--- src/rtl/tiv_pkg.sv ---
package tiv_pkg;
  // Vector code of shared source idx: compare channels first, wrap last.
  function automatic logic [7:0] src_code(input int idx, input int n_cmp,
                                          input logic [7:0] wrap_code);
    if (idx < n_cmp) return 8'(2 * (idx + 1));
    return wrap_code;
  endfunction

  // True when the count has moved onto a matching value.
  function automatic logic step_match(input logic [15:0] cnt_now,
                                      input logic [15:0] cnt_old,
                                      input logic [15:0] target);
    return (cnt_now != cnt_old) && (cnt_now == target);
  endfunction

  // True when the count has moved from nonzero back to zero.
  function automatic logic step_wrap(input logic [15:0] cnt_now,
                                     input logic [15:0] cnt_old);
    return (cnt_now == 16'd0) && (cnt_old != 16'd0);
  endfunction
endpackage

--- src/rtl/tiv_evt_det.sv ---
module tiv_evt_det #(
  parameter int CNT_W = 8,
  parameter int N_CMP = 2
) (
  input  logic                   clk,
  input  logic                   rst_n,
  input  logic [CNT_W-1:0]       count_i,
  input  logic [CNT_W-1:0]       cmp0_i,
  input  logic [N_CMP*CNT_W-1:0] cmp_i,
  output logic                   evt_cc0_o,
  output logic [N_CMP-1:0]       evt_cmp_o,
  output logic                   evt_wrap_o
);
  import tiv_pkg::*;

  logic [CNT_W-1:0] cnt_q;

  always_ff @(posedge clk or negedge rst_n) begin
    if (!rst_n) cnt_q <= '0;
    else        cnt_q <= count_i;
  end

  assign evt_cc0_o  = step_match(16'(count_i), 16'(cnt_q), 16'(cmp0_i));
  assign evt_wrap_o = step_wrap(16'(count_i), 16'(cnt_q));

  for (genvar g = 0; g < N_CMP; g++) begin : g_cmp
    assign evt_cmp_o[g] = step_match(16'(count_i), 16'(cnt_q),
                                     16'(cmp_i[g*CNT_W +: CNT_W]));
  end
endmodule

--- src/rtl/tiv_flag_bank.sv ---
module tiv_flag_bank #(
  parameter int NF = 3
) (
  input  logic          clk,
  input  logic          rst_n,
  input  logic [NF-1:0] set_i,
  input  logic [NF-1:0] clr_i,
  output logic [NF-1:0] flags_o
);
  for (genvar g = 0; g < NF; g++) begin : g_flag
    logic f_q;
    always_ff @(posedge clk or negedge rst_n) begin
      if (!rst_n)        f_q <= 1'b0;
      else if (set_i[g]) f_q <= 1'b1;   // set wins over clear
      else if (clr_i[g]) f_q <= 1'b0;
    end
    assign flags_o[g] = f_q;
  end
endmodule

--- src/rtl/tiv_prio_enc.sv ---
module tiv_prio_enc #(
  parameter int               NF        = 3,
  parameter int               N_CMP     = 2,
  parameter int               VEC_W     = 4,
  parameter logic [VEC_W-1:0] WRAP_CODE = 4'hA
) (
  input  logic [NF-1:0]    req_i,
  output logic [NF-1:0]    sel_o,
  output logic [VEC_W-1:0] code_o
);
  import tiv_pkg::*;

  always_comb begin
    logic found;
    found  = 1'b0;
    sel_o  = '0;
    code_o = '0;
    for (int i = 0; i < NF; i++) begin
      if (req_i[i] && !found) begin
        found    = 1'b1;
        sel_o[i] = 1'b1;
        code_o   = VEC_W'(src_code(i, N_CMP, 8'(WRAP_CODE)));
      end
    end
  end
endmodule

--- src/rtl/timer_irq_vector.sv ---
module timer_irq_vector #(
  parameter int               CNT_W     = 8,
  parameter int               N_CMP     = 2,
  parameter int               VEC_W     = 4,
  parameter logic [VEC_W-1:0] WRAP_CODE = 4'hA
) (
  input  logic                   clk,
  input  logic                   rst_n,
  input  logic [CNT_W-1:0]       tmr_count,
  input  logic [CNT_W-1:0]       cmp0_val,
  input  logic [N_CMP*CNT_W-1:0] cmp_vals,
  input  logic                   cc0_en,
  input  logic                   cc0_ack,
  input  logic [N_CMP:0]         src_en,
  input  logic                   rd_stb,
  input  logic                   w1c_stb,
  input  logic [N_CMP:0]         w1c_mask,
  output logic [VEC_W-1:0]       vec_code,
  output logic                   irq_shared,
  output logic                   irq_cc0
);
  localparam int NF = N_CMP + 1;

  // Named internal events, brought out for the checker.
  logic          evt_cc0;
  logic [N_CMP-1:0] evt_cmp;
  logic          evt_wrap;
  logic [NF-1:0] set_vec;
  logic [NF-1:0] flags_q;
  logic [NF-1:0] pend;
  logic [NF-1:0] sel;
  logic [NF-1:0] rd_clr;
  logic [NF-1:0] clr_vec;
  logic          cc0_flag;

  tiv_evt_det #(.CNT_W(CNT_W), .N_CMP(N_CMP)) u_det (
    .clk(clk), .rst_n(rst_n), .count_i(tmr_count), .cmp0_i(cmp0_val),
    .cmp_i(cmp_vals), .evt_cc0_o(evt_cc0), .evt_cmp_o(evt_cmp),
    .evt_wrap_o(evt_wrap)
  );

  assign set_vec = {evt_wrap, evt_cmp};
  assign pend    = flags_q & src_en;

  tiv_prio_enc #(.NF(NF), .N_CMP(N_CMP), .VEC_W(VEC_W), .WRAP_CODE(WRAP_CODE)) u_enc (
    .req_i(pend), .sel_o(sel), .code_o(vec_code)
  );

  assign rd_clr  = rd_stb ? sel : '0;
  assign clr_vec = rd_clr | (w1c_stb ? w1c_mask : '0);

  tiv_flag_bank #(.NF(NF)) u_flags (
    .clk(clk), .rst_n(rst_n), .set_i(set_vec), .clr_i(clr_vec), .flags_o(flags_q)
  );

  tiv_flag_bank #(.NF(1)) u_cc0 (
    .clk(clk), .rst_n(rst_n), .set_i(evt_cc0), .clr_i(cc0_ack), .flags_o(cc0_flag)
  );

  assign irq_shared = |pend;
  assign irq_cc0    = cc0_flag & cc0_en;
endmodule

--- config.mk ---
export PLATFORM = sky130hd
export DESIGN_NAME = timer_irq_vector
export DESIGN_NICKNAME = d
export VERILOG_FILES = /design/src/rtl/tiv_pkg.sv /design/src/rtl/tiv_evt_det.sv /design/src/rtl/tiv_flag_bank.sv /design/src/rtl/tiv_prio_enc.sv /design/src/rtl/timer_irq_vector.sv
export SDC_FILE = /design/constraint.sdc
export NUM_CORES = 1
export LEC_CHECK = 0
export ABC_CLOCK_PERIOD_IN_PS = 1700
export BUFFER_PORTS_ARGS = -buffer_cell sky130_fd_sc_hd__buf_2
export CELL_PAD_IN_SITES_DETAIL_PLACEMENT = 0
export CELL_PAD_IN_SITES_GLOBAL_PLACEMENT = 1
export CORE_UTILIZATION = 30
export CTS_CLUSTER_DIAMETER = 100
export DETAILED_ROUTE_END_ITERATION = 8
export HOLD_SLACK_MARGIN = 0.12
export PLACE_DENSITY = 0.76
export SLEW_MARGIN = 20
export SYNTH_ARGS = -nofsm -noshare
export SYNTH_HDL_FRONTEND = slang
export SYNTH_SLANG_ARGS = --single-unit
export TNS_END_PERCENT = 5
--- constraint.sdc ---
create_clock -name clk -period 1.7 [get_ports clk]
set_input_delay 0.085 -clock clk [delete_from_list [all_inputs] [get_ports clk]]
set_output_delay 0.085 -clock clk [all_outputs]
set_load 0.005 [all_outputs]
==> results.sh <==
export IMPL_dp_hpwl_um=1640
export IMPL_m1WireLength_um=860
export IMPL_routed_top_layer="met4"
export IMPL_wl_um=2000
export IMPL_p_leak_uw=0.000597
export IMPL_syn_area_per_cell_sq_um=9.77
export IMPL_antenna_found_initial=0
export IMPL_avgRoutedWirePerCell_um=11.6
export IMPL_synth_area_leaders="dfrtp_1 (35%), xor2_1 (24%), xnor2_1 (8.2%), nor4_1 (5.8%), a32o_1 (3.5%)"
export IMPL_clock_fmax_mhz=691
export IMPL_drc=0
export IMPL_wl_met3_um=117
export IMPL_antenna_cells=0
export IMPL_synth_seq_cells=12
export IMPL_grt_pass1_vias=841
export IMPL_ant_nets=0
export IMPL_synth_nets=132
export IMPL_mostFrequentLayoutCell="buf_2"
export IMPL_grt_max_degree=13
export IMPL_core_sq_um=2730
export IMPL_grt_total_usage=0.146
export IMPL_first_pass_iters=4
export IMPL_start_util=0.314
export IMPL_grt_pass1_wl_um=3580
export IMPL_cts_resized=0
export IMPL_synth_top_area_frac=0.349
export IMPL_min_period_over_period=0.852
export IMPL_place_congestion=0.726
export IMPL_cts_tree="done"
export IMPL_holdWs_ns=0.146
export IMPL_dieArea_sq_um=3080
export IMPL_num_vias=804
export IMPL_syn_to_final_growth_pct=41.3
export IMPL_dr_wl_met2_um=1000
export IMPL_rows=19
export IMPL_endpoint_kind="output port"
export IMPL_layout_nets=186
export IMPL_finalHoldViolCount=0
export IMPL_setup_violations=0
export IMPL_synthCells=88
export IMPL_crit_type="reg2out"
export IMPL_power_density_nw_per_um2=581
export IMPL_drive_gt1_frac=0.390
export IMPL_ys_seq_area_frac=0.349
export IMPL_die_h_um=55.5
export IMPL_cp_max_fo=4
export IMPL_viasPerCell=4.67
export IMPL_cts_buffers=3
export IMPL_port_buffers=48
export IMPL_ctsRootBufferMaster="clkbuf_4"
export IMPL_finalClockSkew_ns=0.000764
export IMPL_worst_setup_path_start_kind="flip-flop"
export IMPL_rsz0062_at_grt="no"
export IMPL_syn_area_sq_um=860
export IMPL_period_minus_slack_ns=1.45
export IMPL_io_pins=50
export IMPL_required_ns=1.62
export IMPL_drtIter0Drc=14
export IMPL_clk_latency_ns=0.27
export IMPL_placed_area_sq_um=1080
export IMPL_yosysTopAreaCell="dfrtp_1"
export IMPL_final_area_sq_um=1210
export IMPL_htree_levels=1
export IMPL_grt_overflow=0
export IMPL_yosysWarnings=0
export IMPL_synth_cell_types=22
export IMPL_setup_tns_ns=0
export IMPL_ir_worst_vdd_mv=0.407
export IMPL_clock_sinks=12
export IMPL_drv_cap=0
export IMPL_slew_viol_final=0
export IMPL_die_w_um=55.5
export IMPL_worstHoldPathType="in2reg"
export IMPL_outcome="finished, final reports clean"
export IMPL_layout_common_cells="buf_2 (48), xor2_1 (24), dfrtp_1 (12)"
export IMPL_clkTransAtPathRegs_ns=0.07
export IMPL_cp_data_arrival_time_ns=1.36
export IMPL_clockBufferDepth=2
critical path, cell delays in order (launching register included):
cell and delay [ns]:
dfrtp_1 0.40, a22oi_1 0.23, nor2b_1 0.24, a21o_1 0.11, buf_2 0.10
layer usage:
layer | global-route usage | up-vias
li1 | - | 403
met1 | 0.178 | 371
met2 | 0.248 | 27
met3 | 0.0445 | 3
met4 | 0.0429 | 0
met5 | 0 | -
Yosys cell counts:
cell type  number
buf_2           6
nand3_1         1
nor2_1          1
nor2b_1         1
a31o_2          1
a22oi_1         2
and2_1          1
buf_6           2
nor4_1          8
conb_1          1
a21oi_1         1
buf_4           1
and3_1          1
inv_1           1
nand2_1         8
a32o_1          3
a21o_1          1
nor4_2          2
xnor2_1         8
nand4_1         2
dfrtp_1        12
xor2_1         24
worst paths after layout:
| path | start | cells after the start | to | slack [ns] |
|---|---|---|---|---|
| max | u_flags.g_flag[0].f_q$_DFFE_PN0P_ | 4 | vec_code[1] | 0.25 |
| min | w1c_mask[2] | 3 | u_flags.g_flag[2].f_q$_DFFE_PN0P_ | 0.15 |
| max reg2reg | u_flags.g_flag[0].f_q$_DFFE_PN0P_ | 4 | u_flags.g_flag[2].f_q$_DFFE_PN0P_ | 0.40 |
| min reg2reg | u_cc0.flags_o$_DFFE_PN0P_ | 1 | u_cc0.flags_o$_DFFE_PN0P_ | 0.51 |
| max in group asynchronous | rst_n | 2 | u_det.cnt_q[7]$_DFF_PN0_ | 1.27 |
| min in group asynchronous | rst_n | 2 | u_det.cnt_q[0]$_DFF_PN0_ | 0.21 |
cell families (layout without fill, tap and decap cells):
family                    Yosys count  in the layout  synth area share
xor gates and xnor gates           32             32             0.326
and+or+nand+nor                    25             25             0.169
other                               1              1           0.00436
AOI/OAI and AO/OA                   8              8            0.0771
DFF                                12             12             0.349
buffers and inverters              10             63            0.0742
through the flow:
| step | power, uW | instances | utilization | worst slack, ns |
|---|---|---|---|---|
| floorplan | 406 | 88 | - | 0.470 |
| global placement | 469 | 158 | 0.395 | 0.439 |
| detailed placement | 474 | 158 | 0.395 | 0.415 |
| CTS | 715 | 172 | 0.444 | 0.249 |
| global route | 749 | 172 | 0.444 | 0.122 |
| finish | 706 | 172 | 0.444 | 0.252 |
cell type report:
| type | count | area [sq um] |
|---|---|---|
| fill | 273 | 1520 |
| tap | 31 | 38.8 |
| timing repair buffer | 58 | 340 |
| clock buffer | 4 | 36.3 |
| sequential | 12 | 300 |
| inverter | 1 | 3.75 |
| multi-input combinational | 66 | 495 |
report_power, final:
part / internal [uW] / switching, uW / total, uW / leakage, uW
logic: 96.2 / 83.1 / 179 / 0.000427
registers: 296 / 7.76 / 304 / 0.000149
clock network: 130 / 92.5 / 223 / 0.0000210
state kept, by name (all words and copies together) (netlist names):
| register | count |
|---|---|
| u_flags.g_flag.f_q | 3 |
| u_det.cnt_q | 8 |
| u_cc0.flags_o | 1 |
what timing repair did:
action                    CTS  global route
hold endpoints to repair   21             0
setup buffers               0             0
hold buffers               10             0
No activity file was read; power rests on OpenSTA's default activity.
